<file path="src/rtl/stk_pkg.sv">
package stk_pkg;
  typedef enum logic [2:0] {
    OP_LOAD = 3'd0,
    OP_PUSH = 3'd1,
    OP_POP  = 3'd2,
    OP_CALL = 3'd3,
    OP_RET  = 3'd4,
    OP_XDE  = 3'd5,
    OP_XSTK = 3'd6,
    OP_NONE = 3'd7
  } op_e;

  typedef enum logic { ST_IDLE, ST_BUSY } st_e;

  localparam logic [2:0] SEL_BC  = 3'd0;
  localparam logic [2:0] SEL_DE  = 3'd1;
  localparam logic [2:0] SEL_HL  = 3'd2;
  localparam logic [2:0] SEL_PSW = 3'd3;
  localparam logic [2:0] SEL_SP  = 3'd4;
  localparam logic [2:0] SEL_PC  = 3'd5;
endpackage

</file>
<file path="src/rtl/stk_cond_eval.sv">
module stk_cond_eval (
  input  logic       f_zero,
  input  logic       f_carry,
  input  logic       f_par,
  input  logic       f_sign,
  input  logic [2:0] cond_code,
  input  logic       cond_en,
  output logic       take
);
  logic flag;
  always_comb begin
    case (cond_code[2:1])
      2'd0:    flag = f_zero;
      2'd1:    flag = f_carry;
      2'd2:    flag = f_par;
      default: flag = f_sign;
    endcase
    take = !cond_en || (flag == cond_code[0]);
  end
endmodule

</file>
<file path="src/rtl/stk_pair_sel.sv">
module stk_pair_sel #(
  parameter int PW = 16
) (
  input  logic [PW-1:0] bc,
  input  logic [PW-1:0] de,
  input  logic [PW-1:0] hl,
  input  logic [PW-1:0] psw,
  input  logic [1:0]    sel,
  output logic [PW-1:0] val
);
  always_comb begin
    case (sel)
      2'd0:    val = bc;
      2'd1:    val = de;
      2'd2:    val = hl;
      default: val = psw;
    endcase
  end
endmodule

</file>
<file path="src/rtl/stk_mem_port.sv">
module stk_mem_port #(
  parameter int AW = 16,
  parameter int DW = 8
) (
  input  logic          clk,
  input  logic          rst,
  input  logic          req_rd,
  input  logic          req_wr,
  input  logic [AW-1:0] req_addr,
  input  logic [DW-1:0] req_wdata,
  output logic          mem_rd,
  output logic          mem_wr,
  output logic [AW-1:0] mem_addr,
  output logic [DW-1:0] mem_wdata
);
  always_ff @(posedge clk) begin
    if (rst) begin
      mem_rd    <= 1'b0;
      mem_wr    <= 1'b0;
      mem_addr  <= '0;
      mem_wdata <= '0;
    end else begin
      mem_rd    <= req_rd;
      mem_wr    <= req_wr;
      mem_addr  <= req_addr;
      mem_wdata <= req_wdata;
    end
  end
endmodule

</file>
<file path="src/rtl/stk_seq.sv">
module stk_seq
  import stk_pkg::*;
#(
  parameter int DW       = 8,
  parameter int CALL_LEN = 3,
  parameter int ZB       = 6,
  parameter int CB       = 0,
  parameter int PB       = 2,
  parameter int SB       = 7
) (
  input  logic            clk,
  input  logic            rst,
  input  logic            start,
  input  logic [2:0]      cmd,
  input  logic [2:0]      pair_sel,
  input  logic [2:0]      cond_code,
  input  logic            cond_en,
  input  logic [2*DW-1:0] operand,
  output logic            busy,
  output logic            done,
  output logic [2*DW-1:0] mem_addr,
  output logic [DW-1:0]   mem_wdata,
  input  logic [DW-1:0]   mem_rdata,
  output logic            mem_rd,
  output logic            mem_wr,
  output logic [2*DW-1:0] bc_q,
  output logic [2*DW-1:0] de_q,
  output logic [2*DW-1:0] hl_q,
  output logic [2*DW-1:0] psw_q,
  output logic [2*DW-1:0] sp_q,
  output logic [2*DW-1:0] pc_q
);
  localparam int PW = 2 * DW;
  localparam int SW = 3;
  localparam logic [SW-1:0] LAST_WR = SW'(2);
  localparam logic [SW-1:0] LAST_RD = SW'(3);
  localparam logic [SW-1:0] LAST_XS = SW'(4);

  st_e           state;
  op_e           op_q;
  op_e           cmd_op;
  logic [1:0]    sel_q;
  logic [PW-1:0] opnd_q;
  logic [SW-1:0] stp;
  logic [SW-1:0] last;
  logic [DW-1:0] lo_q;
  logic [DW-1:0] hi_q;
  logic          take;
  logic [PW-1:0] pair_val;
  logic [PW-1:0] push_word;
  logic          req_rd;
  logic          req_wr;
  logic [PW-1:0] req_addr;
  logic [DW-1:0] req_wdata;
  logic [PW-1:0] popped;

  assign cmd_op = op_e'(cmd);
  assign busy   = (state == ST_BUSY);
  assign popped = {mem_rdata, lo_q};

  stk_cond_eval cond_i (
    .f_zero   (psw_q[ZB]),
    .f_carry  (psw_q[CB]),
    .f_par    (psw_q[PB]),
    .f_sign   (psw_q[SB]),
    .cond_code(cond_code),
    .cond_en  (cond_en),
    .take     (take)
  );

  stk_pair_sel #(.PW(PW)) psel_i (
    .bc (bc_q),
    .de (de_q),
    .hl (hl_q),
    .psw(psw_q),
    .sel(sel_q),
    .val(pair_val)
  );

  stk_mem_port #(.AW(PW), .DW(DW)) mport_i (
    .clk      (clk),
    .rst      (rst),
    .req_rd   (req_rd),
    .req_wr   (req_wr),
    .req_addr (req_addr),
    .req_wdata(req_wdata),
    .mem_rd   (mem_rd),
    .mem_wr   (mem_wr),
    .mem_addr (mem_addr),
    .mem_wdata(mem_wdata)
  );

  assign push_word = (op_q == OP_CALL) ? (pc_q + PW'(CALL_LEN)) : pair_val;

  always_comb begin
    case (op_q)
      OP_PUSH, OP_CALL: last = LAST_WR;
      OP_POP,  OP_RET:  last = LAST_RD;
      default:          last = LAST_XS;
    endcase
  end

  // access schedule, one access per step
  always_comb begin
    req_rd    = 1'b0;
    req_wr    = 1'b0;
    req_addr  = sp_q;
    req_wdata = '0;
    if (state == ST_BUSY) begin
      case (op_q)
        OP_PUSH, OP_CALL: begin
          if (stp == SW'(0)) begin
            req_wr    = 1'b1;
            req_addr  = sp_q - PW'(1);
            req_wdata = push_word[PW-1:DW];
          end else if (stp == SW'(1)) begin
            req_wr    = 1'b1;
            req_addr  = sp_q - PW'(2);
            req_wdata = push_word[DW-1:0];
          end
        end
        OP_POP, OP_RET, OP_XSTK: begin
          if (stp == SW'(0)) begin
            req_rd   = 1'b1;
            req_addr = sp_q;
          end else if (stp == SW'(1)) begin
            req_rd   = 1'b1;
            req_addr = sp_q + PW'(1);
          end else if (op_q == OP_XSTK && stp == SW'(2)) begin
            req_wr    = 1'b1;
            req_addr  = sp_q;
            req_wdata = hl_q[DW-1:0];
          end else if (op_q == OP_XSTK && stp == SW'(3)) begin
            req_wr    = 1'b1;
            req_addr  = sp_q + PW'(1);
            req_wdata = hl_q[PW-1:DW];
          end
        end
        default: ;
      endcase
    end
  end

  always_ff @(posedge clk) begin
    if (rst) begin
      state  <= ST_IDLE;
      op_q   <= OP_NONE;
      sel_q  <= '0;
      opnd_q <= '0;
      stp    <= '0;
      lo_q   <= '0;
      hi_q   <= '0;
      done   <= 1'b0;
      bc_q   <= '0;
      de_q   <= '0;
      hl_q   <= '0;
      psw_q  <= '0;
      sp_q   <= '0;
      pc_q   <= '0;
    end else begin
      done <= 1'b0;
      case (state)
        ST_IDLE: begin
          if (start) begin
            op_q   <= cmd_op;
            sel_q  <= pair_sel[1:0];
            opnd_q <= operand;
            stp    <= '0;
            case (cmd_op)
              OP_LOAD: begin
                case (pair_sel)
                  SEL_BC:  bc_q  <= operand;
                  SEL_DE:  de_q  <= operand;
                  SEL_HL:  hl_q  <= operand;
                  SEL_PSW: psw_q <= operand;
                  SEL_SP:  sp_q  <= operand;
                  SEL_PC:  pc_q  <= operand;
                  default: ;
                endcase
                done <= 1'b1;
              end
              OP_XDE: begin
                hl_q <= de_q;
                de_q <= hl_q;
                done <= 1'b1;
              end
              OP_PUSH, OP_POP, OP_XSTK: state <= ST_BUSY;
              OP_CALL, OP_RET: begin
                if (take) state <= ST_BUSY;
                else      done  <= 1'b1;
              end
              default: done <= 1'b1;
            endcase
          end
        end
        default: begin
          stp <= stp + SW'(1);
          if (stp == SW'(2)) lo_q <= mem_rdata;
          if (stp == SW'(3)) hi_q <= mem_rdata;
          if (stp == last) begin
            state <= ST_IDLE;
            done  <= 1'b1;
            case (op_q)
              OP_PUSH: sp_q <= sp_q - PW'(2);
              OP_CALL: begin
                sp_q <= sp_q - PW'(2);
                pc_q <= opnd_q;
              end
              OP_POP: begin
                sp_q <= sp_q + PW'(2);
                case (sel_q)
                  2'd0:    bc_q  <= popped;
                  2'd1:    de_q  <= popped;
                  2'd2:    hl_q  <= popped;
                  default: psw_q <= popped;
                endcase
              end
              OP_RET: begin
                sp_q <= sp_q + PW'(2);
                pc_q <= popped;
              end
              default: hl_q <= {hi_q, lo_q};
            endcase
          end
        end
      endcase
    end
  end
endmodule

</file>
<file path="config.mk">
export PLATFORM = sky130hd
export DESIGN_NAME = stk_seq
export DESIGN_NICKNAME = d
export VERILOG_FILES = /design/src/rtl/stk_pkg.sv /design/src/rtl/stk_cond_eval.sv /design/src/rtl/stk_pair_sel.sv /design/src/rtl/stk_mem_port.sv /design/src/rtl/stk_seq.sv
export SDC_FILE = /design/constraint.sdc
export NUM_CORES = 1
export LEC_CHECK = 0
export BUFFER_PORTS_ARGS = -buffer_cell sky130_fd_sc_hd__buf_2
export CAP_MARGIN = 0
export CORE_MARGIN = 3
export CORE_UTILIZATION = 55
export CTS_BUF_LIST = sky130_fd_sc_hd__clkbuf_2 sky130_fd_sc_hd__clkbuf_4 sky130_fd_sc_hd__clkbuf_8
export DETAILED_ROUTE_END_ITERATION = 16
export PLACE_DENSITY = 0.77
export SLEW_MARGIN = 20
export SYNTH_ARGS = -nofsm -noshare
export SYNTH_HDL_FRONTEND = slang
export SYNTH_HIERARCHICAL = 1
export SYNTH_SLANG_ARGS = --single-unit
</file>
<file path="constraint.sdc">
create_clock -name clk -period 2.8 [get_ports clk]
set_clock_uncertainty 0.15 [all_clocks]
set_input_delay 0 -clock clk [delete_from_list [all_inputs] [get_ports clk]]
set_output_delay 0 -clock clk [all_outputs]
set_load 0.05 [all_outputs]
</file>
Yosys cells after proc, flatten, opt, wreduce, memory -nomap -nowiden
Cells that the tools add are included.
{"block": "totals", "reg_bits": 164, "inputBits": 37, "out_inout_bits": 124, "word_cells": 174}
{"block": "op_classes", "add_sub_neg": 6, "n_eq_ne": 36, "muxes": 78, "bitwise": 2, "reduce_logical": 34}
{"op": "2-to-1 mux 16 bit", "n": 43}
{"op": "one-hot mux 16 bit (2 select lines)", "n": 6}
{"op": "2-to-1 mux 8 bit", "n": 6}
{"op": "one-hot mux 16 bit (3 select lines)", "n": 1}
{"op": "adder 16 x 2 -> 16 bit, second input constant", "n": 2}
{"op": "== test 3 x 2 -> 1 bit, second input constant", "n": 8}
{"op": "AND reduction 6 bit", "n": 4}
{"op": "== test 3 bit, second input constant", "n": 7}
{"op": "adder 16 x 1 -> 16 bit, second input constant", "n": 1}
{"op": "one-hot mux 8 bit (2 select lines)", "n": 1}
{"op": "subtractor 16 x 1 -> 16 bit, second input constant", "n": 1}
{"op": "subtractor 16 x 2 -> 16 bit, second input constant", "n": 1}
{"op": "OR reduction 3 bit", "n": 5}
{"op": "2-to-1 mux 1 bit", "n": 14}
{"op": "== test 3 x 1 -> 1 bit, second input constant", "n": 4}
{"op": "nonzero test 2 bit", "n": 6}
{"op": "AND reduction 5 bit", "n": 2}
{"op": "zero test 3 bit", "n": 3}
{"op": "!= test 3 x 2 -> 1 bit, second input constant", "n": 3}
{"op": "!= test 2 x 1 -> 1 bit, second input constant", "n": 4}
{"op": "OR reduction 2 bit", "n": 4}
{"op": "2-to-1 mux 3 bit", "n": 2}
{"op": "one-hot mux 1 bit (2 select lines)", "n": 3}
{"op": "one-hot mux 3 bit (2 select lines)", "n": 1}
{"op": "other kinds (16)", "n": 24}

Longest topological paths before layout
{"block": "logic_depth", "ltp_word": 8, "ltp_mapped": 10, "depth_no_buf": 8}

Cells and area by module
The synthesis kept the hierarchy.
{"module": "stk_seq", "instances": 1, "cells_each": 1130, "area_each_um2": 8857.2, "seq_area_each_um2": 2762.6}
{"module": "stk_mem_port", "instances": 1, "cells_each": 54, "area_each_um2": 700.7, "seq_area_each_um2": 520.5}
{"module": "stk_pair_sel", "instances": 1, "cells_each": 20, "area_each_um2": 424.2, "seq_area_each_um2": 0.0}
{"module": "stk_cond_eval", "instances": 1, "cells_each": 3, "area_each_um2": 35.0, "seq_area_each_um2": 0.0}

Worst setup path before layout
Ideal clock, no wire load.
{"block": "synth_path", "path_kind": "reg2reg", "from": "reg pc_q[2]", "to": "reg mport_i.mem_wdata[4]", "setup_time_ns": 0.114, "t_arrival_ns": 2.273, "required_ns": 2.536, "path_slack_ns": 0.264, "path_stages_with_launch": 7, "n_path_buf": 0, "synth_period_minus_slack_ns": 2.536, "cell_sequence": "dfxtp_1 -> nand4_1 -> nor4_1 -> xor2_1 -> mux4_2 -> o2bb2ai_1 -> nor2b_1"}
{"block": "synth_between", "elab_chain_cells": 5}
{"element": "start: declaration", "line": "stk_seq.sv:31", "rtl": "output logic [2*DW-1:0] pc_q"}
{"element": "start signal: assignment", "line": "stk_seq.sv:177", "rtl": "SEL_PC: pc_q <= operand;"}
{"element": "start signal: assignment", "line": "stk_seq.sv:207", "rtl": "pc_q <= opnd_q;"}
{"element": "start signal: assignment", "line": "stk_seq.sv:220", "rtl": "pc_q <= popped;"}
{"element": "adder 16 x 2 -> 16 bit (*)", "line": "stk_seq.sv:93", "rtl": "assign push_word = (op_q == OP_CALL) ? (pc_q + PW'(CALL_LEN)) : pair_val;"}
{"element": "2-to-1 mux 16 bit (*)", "line": "stk_seq.sv:93"}
{"element": "2-to-1 mux 8 bit", "line": "stk_seq.sv:116", "rtl": "end else if (stp == SW'(1)) begin"}
{"element": "2-to-1 mux 8 bit (*)", "line": "stk_seq.sv:112", "rtl": "if (stp == SW'(0)) begin"}
{"element": "one-hot mux 8 bit (2 select lines) (*)", "line": "stk_seq.sv:110", "rtl": "case (op_q)"}
{"element": "end signal: assignment", "line": "stk_mem_port.sv:26", "rtl": "mem_wdata <= req_wdata;"}
{"element": "end: declaration", "line": "stk_mem_port.sv:14", "rtl": "output logic [DW-1:0] mem_wdata"}
Every way passes the cells marked *; elsewhere a longest branch is shown, timed or not.
A chain may end at the register's enable or synchronous reset.

Worst setup path in the final report
{"block": "layout_path", "from": "reg stp[1]", "to": "reg mport_i.mem_addr[10]"}
{"block": "layout_between", "elab_chain_cells": 8, "elab_cells_between_ends": 14, "classes_between": "3 x eq/ne; 8 x mux; 3 x reduce/logical"}
{"element": "start: declaration", "line": "stk_seq.sv:44", "rtl": "logic [SW-1:0] stp;"}
{"element": "start signal: assignment", "line": "stk_seq.sv:197", "rtl": "stp <= stp + SW'(1);"}
{"element": "== test 3 x 2 -> 1 bit", "line": "stk_seq.sv:133", "rtl": "end else if (op_q == OP_XSTK && stp == SW'(3)) begin"}
{"element": "logical AND 1 bit", "line": "stk_seq.sv:133"}
{"element": "2-to-1 mux 16 bit", "line": "stk_seq.sv:133"}
{"element": "2-to-1 mux 16 bit", "line": "stk_seq.sv:129", "rtl": "end else if (op_q == OP_XSTK && stp == SW'(2)) begin"}
{"element": "2-to-1 mux 16 bit", "line": "stk_seq.sv:126", "rtl": "end else if (stp == SW'(1)) begin"}
{"element": "2-to-1 mux 16 bit", "line": "stk_seq.sv:123", "rtl": "if (stp == SW'(0)) begin"}
{"element": "one-hot mux 16 bit (2 select lines) (*)", "line": "stk_seq.sv:110"}
{"element": "2-to-1 mux 16 bit (*)", "line": "stk_seq.sv:109", "rtl": "if (state == ST_BUSY) begin"}
{"element": "via req_addr[10]", "line": "stk_seq.sv:53", "rtl": "logic [PW-1:0] req_addr;"}
{"element": "end signal: assignment", "line": "stk_mem_port.sv:25", "rtl": "mem_addr <= req_addr;"}
{"element": "end: declaration", "line": "stk_mem_port.sv:13", "rtl": "output logic [AW-1:0] mem_addr,"}
The timed path passes the listed nets; every way through them passes the cells marked *.

==> flow_metrics.tcl <==
set metrics [dict create \
    cts_tree "done" \
    vias_per_cell 6.538 \
    p_per_area_mw_per_mm2 429.5 \
    critical_path.cell_chain "inv_1 > ha_1 > nor2b_1 > o32a_1 > nor3_1 > a32oi_1 > xnor2_1 > nor2b_1" \
    min_period_over_period 0.9574 \
    critPathMostFrequentCell "nor2b_1" \
    worst_setup_path_end_kind "flip-flop" \
    timing.critical_path.fanout_max 6 \
    asyncSetResetFlopFracSynth 0 \
    critPathSlowestCell "dfxtp_1" \
    floorplan.die.width_um 141.0 \
    rsz0062_at_grt "false" \
    tritoncts_num_sinks 164 \
    worst_ep_required_time_ns 3.00 \
    cts_buffers 17 \
    detail_route.wl_per_cell_um 22.43 \
    clockRootBuffer "clkbuf_8" \
    synthesis.area_mm2 0.01002 \
    tns_ns 0 \
    synth_edf_count 0 \
    ctsHtreeMaxLevel 4 \
    timing_max_transition_violations_final 0 \
    via_count_of_the_first_global_routing_pass 10043 \
    grt_max_degree 70 \
    core.rowCount 48 \
    worst_slew_pin_slew_ns 0.8462 \
    n_antenna_cell 0 \
    worst-path-buf-inv 1 \
    detail_route.iter0.violations 1594 \
    maxClockFrequency_mhz 373.1 \
    regToRegSetupSlack_ns 0.12 \
    drc 0 \
    grt.overflow.total 0 \
    finalWeightedCongestion 0.9792 \
    power.ir.vdd_worst_mv 0.3345 \
    worst_slack_ns 0.1194 \
    drive_above_1_share 0.2205 \
    floorplan.die_area_mm2 0.01987 \
    setup_viol_count_final 0 \
    first_pass_grt_wire_length_mm 57.06 \
    time_the_worst_path_needs_with_i_o_delays_and_setup_ns 2.681 \
    hold_class "in2reg" \
    placement_stage_cell_area_mm2 0.01113 \
    placement.io_buffers 160 \
    grt.total_usage 0.3635 \
    timing.slew.headroom 0.4359 \
    yosys_most_used_dff "dfxtp_1" \
    boundaryPins 161 \
    firstDrtPassIters 6 \
    netlist_instances 1207 \
    number_of_buffers_on_the_longest_clock_path 2 \
    worst_path_dominant_cell_family "simple AND/OR/NAND/NOR gates" \
    crit_path_max_incr_delay_ns 0.48 \
    coreArea_mm2 0.01754 \
    seq_area_frac_synth 0.3278 \
    netlist-cell-type-count 89 \
    routed_wire_length_mm 36.78 \
    detailedPlacementHpwl_mm 26.35 \
    synth.avg_cell_area_um2 8.299 \
    antenna_found_initial 0 \
    ys_seq_elements 164 \
    crit_path_start_kind "flip-flop" \
    stdcell_area_mm2 0.01203 \
    final_nets 1450 \
    p_leak_nw 4.750 \
    total_power_mw 5.166 \
    cp_data_arrival_time_ns 2.88 \
    postCtsSetupBuffers 0 \
    ys_warn_count 6 \
    die_h_um 141.0 \
    hold_ws_ns 0.1094 \
    vias 10722 \
    preCtsSetupSlack_ns 0.1359 \
    cts.reportedPaths.clkPinSlew_ns 0.10 \
    clk-insertion-delay-late_ns 0.49 \
    area.growth.synth_to_final_pct 20.07 \
    start_util 0.5712 \
    maxCapViolations 0 \
    path_class "reg2reg" \
    mappedNetlistNets 1255 \
    final_antenna_net_count 0 \
    final_hold_viol_count 0 \
    status "complete, no violations" \
]
## sequential cells by signal, summed over array words and instances (netlist names), 2 cells and up
register           cells
bc_q                  16
de_q                  16
hi_q                   8
hl_q                  16
lo_q                   8
mport_i/mem_addr      16
mport_i/mem_wdata      8
op_q                   3
opnd_q                16
pc_q                  16
psw_q                 16
sel_q                  2
sp_q                  16
stp                    3
## through the flow
stage | instances | util
after global routing | 1640 | 0.6859
after floorplan | 1207 | -
after CTS | 1640 | 0.6856
after detailed placement | 1556 | 0.6345
final | 1640 | 0.6859
after global placement | 1556 | 0.6345
## cell families (layout without fill, tap and decap cells)
logic type               after synthesis  in the layout  share of synthesized area
buffers and inverters                128            336                    0.06108
flip-flops                           164            164                     0.3278
multiplexers                          93             93                     0.1178
adder cells (fa/ha/maj)               11             11                    0.01374
XOR/XNOR                              31             31                    0.02710
AO/OA/AOI/OAI                        347            347                     0.2365
AND/OR/NAND/NOR                      433            433                     0.2161
## layer usage
metal / global-route usage / vias up / routed length, um / part of all wire
li1: - / 4812 / - / -
met1: 0.4976 / 5016 / 14670 / 0.40
met2: 0.5401 / 758 / 15750 / 0.43
met3: 0.1133 / 136 / 4774 / 0.13
met4: 0.1346 / 0 / 1582 / 0.043
met5: 0 / - / 0 / 0
## what timing repair did
action,CTS,global route
setup endpoints to repair,0,6
hold buffers,52,0
hold endpoints to repair,119,0
resized for setup,0,2
## worst paths after layout
| check | to | startpoint | cells past startpoint |
|---|---|---|---|
| setup reg to reg | mport_i/mem_addr[10]$_SDFF_PP0_ | stp[1]$_SDFFE_PP0P_ | 8 |
| setup / recovery | mport_i/mem_addr[10]$_SDFF_PP0_ | stp[1]$_SDFFE_PP0P_ | 8 |
| hold / removal | busy$_SDFF_PP0_ | cond_code[0] | 7 |
| hold reg to reg | opnd_q[2]$_SDFFE_PP0P_ | opnd_q[2]$_SDFFE_PP0P_ | 2 |
## worst register-to-register path: cells and delay by family (launching register included)
family                     cells  cell delay, ns
and+or+nand+nor                3            0.72
DFF                            1            0.48
xor gates and xnor gates       1            0.15
adders and majority gates      1            0.26
AOI/OAI and AO/OA              2            0.66
buffers and inverters          1            0.15
## cells in the mapped netlist (11+ instances only)
cell type	instances	area, um2
mux2i_1	74	740.7
xor2_1	15	131.4
buf_2	23	115.1
a211oi_1	24	180.2
o21ai_0	58	290.3
nor2_1	118	442.9
nor3_1	16	80.08
mux4_2	12	270.3
inv_1	26	97.59
clkbuf_1	58	217.7
nand2_1	109	409.1
dfxtp_1	164	3283
nand3_1	60	300.3
nor4_1	12	75.07
a211oi_2	14	175.2
a31oi_1	17	106.4
ha_1	11	137.6
nor2b_1	33	206.5
a21oi_1	122	610.6
nand4_1	16	100.1
xnor2_1	16	140.1
## placed cells by master, fill, tap and decap left out, types with 5 or more instances in the layout
cell type,synthesis,routed
a2111oi_0,8,8
a211oi_1,24,24
a211oi_2,14,14
a21boi_0,7,7
a21oi_1,122,122
a22oi_1,9,9
a31oi_1,17,17
a32oi_1,6,6
and2_1,6,6
and3_1,7,7
buf_2,23,159
buf_4,7,64
clkbuf_8,0,17
dfxtp_1,164,162
dlygate4sd3_1,0,52
ha_1,11,11
inv_1,26,26
inv_8,0,6
mux2i_1,74,74
mux4_1,6,6
mux4_2,12,12
nand2_1,109,109
nand2b_1,7,7
nand3_1,60,60
nand3b_1,5,5
nand4_1,16,16
nor2_1,118,117
nor2b_1,33,33
nor3_1,16,16
nor4_1,12,12
o211ai_1,8,8
o21a_1,7,7
o21ai_0,58,58
o21bai_1,8,8
o32ai_1,6,6
or3_1,10,10
xnor2_1,16,16
xor2_1,15,15
## area by class of cell
class	count	area, um2
multi-input cells	915	6143
fillers	1430	5509
flip-flops and latches	164	3288
repair buffers	277	1837
well taps	225	281.5
clock buffers	17	234.0
clock inverters	15	142.6
inverters	27	101.3
## power by group
group	switching, mW	leakage, nW	total [mW]	internal, mW
registers	0.0598	1.33	2.44	2.38
clock network	1.07	0.199	1.74	0.661
logic	0.664	3.22	0.994	0.331
(Power assumes the default switching activity.)
